[src/rtl/shift_add_mult_pkg.sv]
package shift_add_mult_pkg;

  typedef enum logic [1:0] {
    ST_IDLE  = 2'd0,
    ST_TEST  = 2'd1,
    ST_SHIFT = 2'd2,
    ST_DONE  = 2'd3
  } mstate_e;

  typedef struct packed {
    logic ld;
    logic ad;
    logic sh;
  } ctrl_t;

endpackage

[src/rtl/mult_bit_counter.sv]
module mult_bit_counter #(
  parameter int OPW = 4
) (
  input  logic clk,
  input  logic rst_n,
  input  logic clr,
  input  logic inc,
  output logic k
);
  localparam int CNTW = (OPW > 2) ? $clog2(OPW) : 1;
  localparam logic [CNTW-1:0] LAST = CNTW'(OPW - 1);

  logic [CNTW-1:0] cnt_q;

  always_ff @(posedge clk or negedge rst_n) begin
    if (!rst_n) begin
      cnt_q <= '0;
    end else if (clr) begin
      cnt_q <= '0;
    end else if (inc) begin
      if (cnt_q == LAST) cnt_q <= '0;
      else               cnt_q <= cnt_q + 1'b1;
    end
  end

  assign k = (cnt_q == LAST);

  AST_CNT_BOUND: assert property (@(posedge clk) disable iff (!rst_n)
    cnt_q <= LAST);

  AST_CNT_STEP: assert property (@(posedge clk) disable iff (!rst_n)
    (inc && !clr && !k) |=> (cnt_q == $past(cnt_q) + 1'b1));

endmodule

[src/rtl/mult_ctrl.sv]
module mult_ctrl
  import shift_add_mult_pkg::*;
(
  input  logic  clk,
  input  logic  rst_n,
  input  logic  start,
  input  logic  m_bit,
  input  logic  k,
  output ctrl_t ctl,
  output logic  done
);

  mstate_e state_q, state_d;

  always_ff @(posedge clk or negedge rst_n) begin
    if (!rst_n) state_q <= ST_IDLE;
    else        state_q <= state_d;
  end

  always_comb begin
    state_d = state_q;
    ctl     = '0;
    done    = 1'b0;
    unique case (state_q)
      ST_IDLE: begin
        if (start) begin
          ctl.ld  = 1'b1;
          state_d = ST_TEST;
        end
      end
      ST_TEST: begin
        if (m_bit) begin
          ctl.ad  = 1'b1;
          state_d = ST_SHIFT;
        end else begin
          ctl.sh  = 1'b1;
          state_d = k ? ST_DONE : ST_TEST;
        end
      end
      ST_SHIFT: begin
        ctl.sh  = 1'b1;
        state_d = k ? ST_DONE : ST_TEST;
      end
      ST_DONE: begin
        done    = 1'b1;
        state_d = ST_IDLE;
      end
      default: state_d = ST_IDLE;
    endcase
  end

  AST_ADD_ALONE: assert property (@(posedge clk) disable iff (!rst_n)
    ctl.ad |-> (!ctl.sh && !ctl.ld && !done));

  AST_ADD_THEN_SHIFT: assert property (@(posedge clk) disable iff (!rst_n)
    ctl.ad |=> ctl.sh);

  AST_DONE_PULSE: assert property (@(posedge clk) disable iff (!rst_n)
    done |=> !done);

  AST_LOAD_ONCE: assert property (@(posedge clk) disable iff (!rst_n)
    ctl.ld |=> (!ctl.ld && !done));

endmodule

[src/rtl/mult_datapath.sv]
module mult_datapath
  import shift_add_mult_pkg::*;
#(
  parameter int OPW = 4
) (
  input  logic              clk,
  input  logic              rst_n,
  input  ctrl_t             ctl,
  input  logic [OPW-1:0]    mcand,
  input  logic [OPW-1:0]    mplier,
  output logic [2*OPW:0]    acc,
  output logic              m_bit
);
  localparam int ACCW = 2 * OPW + 1;

  logic [ACCW-1:0] acc_q;
  logic [OPW-1:0]  mcand_q;
  logic [ACCW-1:0] acc_added;
  logic [ACCW-1:0] acc_shifted;

  function automatic logic [ACCW-1:0] add_upper(input logic [ACCW-1:0] a,
                                                input logic [OPW-1:0]  mc);
    logic [OPW:0] sum;
    sum = {1'b0, a[2*OPW-1:OPW]} + {1'b0, mc};
    return {sum, a[OPW-1:0]};
  endfunction

  function automatic logic [ACCW-1:0] shift_right(input logic [ACCW-1:0] a);
    return {1'b0, a[ACCW-1:1]};
  endfunction

  assign acc_added   = add_upper(acc_q, mcand_q);
  assign acc_shifted = shift_right(acc_q);

  always_ff @(posedge clk or negedge rst_n) begin
    if (!rst_n) begin
      acc_q   <= '0;
      mcand_q <= '0;
    end else if (ctl.ld) begin
      acc_q   <= {{(OPW+1){1'b0}}, mplier};
      mcand_q <= mcand;
    end else if (ctl.ad) begin
      acc_q   <= acc_added;
    end else if (ctl.sh) begin
      acc_q   <= acc_shifted;
    end
  end

  assign acc   = acc_q;
  assign m_bit = acc_q[0];

  AST_LOAD_FORMAT: assert property (@(posedge clk) disable iff (!rst_n)
    ctl.ld |=> (acc_q == {{(OPW+1){1'b0}}, $past(mplier)}));

  AST_ADD_KEEPS_LOW: assert property (@(posedge clk) disable iff (!rst_n)
    ctl.ad |=> (acc_q[OPW-1:0] == $past(acc_q[OPW-1:0])));

  AST_SHIFT_ZERO_FILL: assert property (@(posedge clk) disable iff (!rst_n)
    ctl.sh |=> !acc_q[ACCW-1]);

  AST_MCAND_HELD: assert property (@(posedge clk) disable iff (!rst_n)
    !ctl.ld |=> $stable(mcand_q));

endmodule

[src/rtl/shift_add_mult.sv]
module shift_add_mult
  import shift_add_mult_pkg::*;
#(
  parameter int OPW = 4
) (
  input  logic             clk,
  input  logic             rst_n,
  input  logic             start,
  input  logic [OPW-1:0]   mcand,
  input  logic [OPW-1:0]   mplier,
  output logic [2*OPW-1:0] product,
  output logic             done
);
  localparam int ACCW = 2 * OPW + 1;

  ctrl_t           ctl;
  logic            m_bit;
  logic            k;
  logic [ACCW-1:0] acc;

  mult_ctrl u_ctrl (
    .clk   (clk),
    .rst_n (rst_n),
    .start (start),
    .m_bit (m_bit),
    .k     (k),
    .ctl   (ctl),
    .done  (done)
  );

  mult_bit_counter #(.OPW(OPW)) u_cnt (
    .clk   (clk),
    .rst_n (rst_n),
    .clr   (ctl.ld),
    .inc   (ctl.sh),
    .k     (k)
  );

  mult_datapath #(.OPW(OPW)) u_dp (
    .clk    (clk),
    .rst_n  (rst_n),
    .ctl    (ctl),
    .mcand  (mcand),
    .mplier (mplier),
    .acc    (acc),
    .m_bit  (m_bit)
  );

  assign product = acc[2*OPW-1:0];

  AST_DONE_TOP_CLEAR: assert property (@(posedge clk) disable iff (!rst_n)
    done |-> !acc[ACCW-1]);

  AST_HOLD_AFTER_DONE: assert property (@(posedge clk) disable iff (!rst_n)
    (!ctl.ld && !ctl.ad && !ctl.sh) |=> $stable(acc));

endmodule

[config.mk]
export PLATFORM = sky130hd
export DESIGN_NAME = shift_add_mult
export DESIGN_NICKNAME = d
export VERILOG_FILES = /design/src/rtl/shift_add_mult_pkg.sv /design/src/rtl/mult_bit_counter.sv /design/src/rtl/mult_ctrl.sv /design/src/rtl/mult_datapath.sv /design/src/rtl/shift_add_mult.sv
export SDC_FILE = /design/constraint.sdc
export NUM_CORES = 1
export LEC_CHECK = 0
export BUFFER_PORTS_ARGS = -buffer_cell sky130_fd_sc_hd__buf_2
export CELL_PAD_IN_SITES_DETAIL_PLACEMENT = 1
export CELL_PAD_IN_SITES_GLOBAL_PLACEMENT = 2
export CORE_UTILIZATION = 31
export DETAILED_ROUTE_END_ITERATION = 8
export PLACE_DENSITY = 0.72
export RECOVER_POWER = 25
export SLEW_MARGIN = 20
export SYNTH_ARGS = -nofsm -noshare
export SYNTH_HDL_FRONTEND = slang
export SYNTH_HIERARCHICAL = 1
export SYNTH_SLANG_ARGS = --single-unit
[constraint.sdc]
create_clock -name clk -period 1.8 [get_ports clk]
set_input_delay 0.36 -clock clk [delete_from_list [all_inputs] [get_ports clk]]
set_output_delay 0.36 -clock clk [all_outputs]
set_load 0.01 [all_outputs]
## Word level (Yosys, flattened, before mapping)

Index checks and enable logic that the tools add are counted.

| cells by class | value |
|---|---|
| $add $sub $neg | 2 |
| multipliers | 0 |
| div/mod/pow operators | 0 |
| magnitude comparators | 0 |
| eq/ne operators | 6 |
| shift operators | 0 |
| mux-type cells | 17 |
| bitwise logic cells | 0 |
| reductions and logical operators | 4 |

Operator list:

| operator | count |
|---|---|
| 9-bit 2-to-1 mux | 3 |
| 2-bit 2-to-1 mux | 6 |
| 2-bit case mux with 4 select lines | 1 |
| 2-bit equality test (second input constant) | 3 |
| 1-bit 2-to-1 mux | 6 |
| 4-bit by 4-bit adder with 5-bit output | 1 |
| 3-bit nonzero test | 1 |
| 2-bit by 1-bit adder with 2-bit output (second input constant) | 1 |
| 2-bit by 1-bit equality test with 1-bit output (second input constant) | 1 |
| 2-bit zero test | 1 |
| 2-bit by 1-bit != test with 1-bit output (second input constant) | 1 |
| 2-bit != test (second input constant) | 1 |
| 1-bit case mux with 2 select lines | 1 |
| 2-bit AND reduction | 1 |
| 2-bit nonzero test | 1 |

| storage, ports and cells | value |
|---|---|
| bits in registers | 17 |
| bits in latches | 0 |
| bits in writable memories | 0 |
| memory bits (read-only) | 0 |
| input bits | 11 |
| output and inout bits | 9 |
| word-level logic and storage cells | 34 |
| memories kept | 0 |

## Logic depth before layout (Yosys ltp)

| depth | value |
|---|---|
| word-level depth | 5 |
| gate-level depth with buffers | 9 |
| gate-level depth less buffers | 7 |

## By module

Netlist, hierarchy kept.

Modules (own cells, without submodules):

| module | times used | cells an instance | area each (um2) | seq. area each (um2) |
|---|---|---|---|---|
| mult_datapath | 1 | 69 | 745.7 | 325.3 |
| mult_ctrl | 1 | 20 | 205.2 | 50.0 |
| mult_bit_counter | 1 | 8 | 100.1 | 50.0 |

## Worst setup path after synthesis

No wires, ideal clock.

| timing | value |
|---|---|
| path type | reg-to-reg |
| start point | register u_ctrl.state_q[1] |
| end point | register u_dp.acc_q[4], in the netlist u_dp/acc[4] |
| setup time | 0.121 ns |
| arrival time | 1.571 ns |
| required time | 1.679 ns |
| setup slack | 0.108 ns |
| stages on the path, launching flop included | 9 |
| buffers on the path | 1 |
| clock period less this slack | 1.692 ns |
| cell sequence | dfrtp_1 inv_1 ha_1 nor2b_1 o21a_1 buf_6 mux2_4 mux2i_1 nor2_1 |

RTL lines:

| element | line | source |
|---|---|---|
| start: declaration | mult_ctrl.sv:13 | `mstate_e state_q, state_d;` |
| start signal: assignment | mult_ctrl.sv:17 | `else state_q <= state_d;` |
| end signal: assignment | mult_datapath.sv:40 | `acc_q <= {{(OPW+1){1'b0}}, mplier};` |
| end signal: assignment | mult_datapath.sv:45 | `acc_q <= acc_shifted;` |
| end: declaration | mult_datapath.sv:16 | `logic [ACCW-1:0] acc_q;` |

==> impl_metrics.ini <==
[outcome]
status = complete, no violations

[routing]
routed_wl_mm = 2.44
vias = 784
dr.pass1.iters = 4
drt_iter0_drc = 4
wl_per_cell_um = 14.5
via_per_inst = 4.67
drtAntennaViolNets = 0
drc = 0

[placement]
port_buffers = 19
dpl-instance-area_mm2 = 0.00121
dp.cells = 161
dp_hpwl_mm = 1.81
place_congestion = 0.814

[finish]
fillers = 372
final_cells = 168
final_nets = 147
insertedDiodeCount = 0
drive_above_1_share = 0.355
fin_area_mm2 = 0.00130
syn_to_final_growth_pct = 23.8

[yosys]
synthTopCellsByArea = dfrtp_1 (40%), ha_1 (12%), mux2i_1 (5.7%)
syn-num-nets = 119
ys_warn_count = 6
synth_cell_types = 31
synth_area_leader_cell = dfrtp_1
synth_common_cells = dfrtp_1 (17), ha_1 (10)
yosys_register_bits = 17
async_flop_share = 1.00
post_synth.cell_area_avg_um2 = 10.8
synth_edf_count = 0
synth_most_common_cell = dfrtp_1
ys_seq_area_frac = 0.405
yosysTopAreaCellShare = 0.405
synth_area_mm2 = 0.00105
ys.flop_type = dfrtp_1
postSynthCellCount = 97

[critical_path]
cp_max_fo = 5
cp-start-kind = flop
worstPathArrival_ns = 1.88
crit_required_ns = 2.02
end_kind = flop
critPathKind = flop to flop

[power]
power_density_mw_per_mm2 = 1810
power_mw = 2.36
power.leakage_nw = 0.613
ir_drop_mv = 0.640

[sta]
rsz0062_at_grt = false
fin_setup_tns_ns = 0
hold_viol_final = 0
fmax_ghz = 0.602
slew_headroom = 0.375
skew_ns = 0.00457
period_share = 0.923
fin_crit_ns = 1.66
slew_viol_final = 0
worst_slew_pin_slew_ns = 0.937
finalSetupViolCount = 0

[flow_run]
max_cap_violations = 0

[clocking]
clk_path_buf_depth = 2
htree_levels = 1
clk_pin_slew_ns = 0.11
clock_latency_ns = 0.30
cts_sinks = 17
root_buffer = clkbuf_4
cts_tree = built
cts_made_buffers = 3

[min_path]
hold_class = primary input to flop

[global_routing]
grt_pass1_vias = 879
grt-ovfl-total = 0
grt_pass1_wl_mm = 4.13
grt_use_total = 0.158
grt_max_degree = 18
antenna_found_initial = 0

[floorplanning]
pin_count = 20
row_count = 20
die_x_um = 60.2
die_area_mm2 = 0.00363
start_util = 0.336
fp.dieH_um = 60.2
core_mm2 = 0.00313
## placed cells by master (no fill, tap or decap), types with 3 or more instances in the layout
cell type   n
nor2_1      3
a21oi_1     4
nand2_1     6
nor2b_1     5
o21ai_1     6
buf_2      18
dfrtp_1    17
inv_2       3
inv_1       4
mux2_1      3
a211oi_1    3
clkbuf_4    3
buf_4       8
mux2i_1     6
ha_1        7
## worst paths after layout
| check | depth (start not counted) | from | to | slack [ns] |
|---|---|---|---|---|
| setup / recovery | 7 | u_ctrl/state_q[0] | u_dp/acc[5] | 0.14 |
| hold / removal | 2 | mcand[2] | u_dp/mcand_q[2] | 0.27 |
| setup reg to reg | 7 | u_ctrl/state_q[0] | u_dp/acc[5] | 0.14 |
| hold reg to reg | 1 | u_dp/mcand_q[0] | u_dp/mcand_q[0] | 0.51 |
| max in group asynchronous | 2 | rst_n | u_dp/acc[1] | 0.51 |
| min in group asynchronous | 2 | rst_n | u_dp/mcand_q[3] | 0.72 |
## cells by family (layout without fill, tap and decap cells)
kind of cell	Yosys count	in the layout	synth area share
mux	10	10	0.104
fa+ha+maj	11	11	0.138
flops	17	17	0.405
simple gates	25	25	0.144
buf+inv	13	39	0.0678
compound gates	20	21	0.133
xor+xnor	1	1	0.00833
## layer usage
metal | part of all wire | global-route usage | up-vias | routed length, µm
met5 | 0 | 0 | - | 0
met4 | 0.0041 | 0.0698 | 0 | 10
met3 | 0.026 | 0.0195 | 2 | 64
met2 | 0.50 | 0.270 | 14 | 1210
met1 | 0.47 | 0.196 | 377 | 1160
li1 | - | - | 391 | -
## per-stage QoR
| step | utilization | setup slack [ns] | hold WS (ns) |
|---|---|---|---|
| finish | 0.416 | 0.139 | 0.266 |
| global route | 0.416 | 0.0263 | 0.265 |
| global placement | 0.386 | 0.0551 | 0.309 |
| detailed placement | 0.386 | -0.106 | 0.313 |
| CTS | 0.402 | 0.0113 | 0.250 |
| floorplan | - | 0.108 | 0.0644 |
## state kept, by name, summed over array words and instances (netlist names)
register        flops
u_dp/mcand_q        4
u_ctrl/state_q      2
u_cnt/cnt_q         2
u_dp/acc            9
## layout make-up
class | count | area (µm²) | area share
repair buffers | 28 | 164 | 0.126
well taps | 44 | 55.1 | 0.0423
clock buffers | 4 | 26.3 | 0.0202
inverters | 7 | 26.3 | 0.0202
flip-flops and latches | 17 | 425 | 0.327
multi-input cells | 68 | 604 | 0.464
## worst max-delay path: stages, from the launching register on
cell and delay, ns:
dfrtp_1 0.44, ha_2 0.22, nor2b_4 0.14, o21a_4 0.22, buf_4 0.15, nor2b_1 0.14, a211oi_2 0.07, a211oi_2 0.20
## power breakdown
group / total [mW] / internal, mW / switching [mW]
combinational: 1.43 / 0.712 / 0.718
clock: 0.219 / 0.0864 / 0.133
sequential: 0.707 / 0.560 / 0.147
## timing repair
| action | CTS | global route |
|---|---|---|
| pin swaps | 1 | 2 |
| gates cloned | 1 | 0 |
| endpoints found under the setup margin | 10 | 10 |
| setup buffers | 0 | 1 |
| endpoints found under the hold margin | 17 | 0 |
| resized for setup | 2 | 9 |
| hold buffers | 1 | 0 |
No activity file was read; power rests on OpenSTA's default activity.
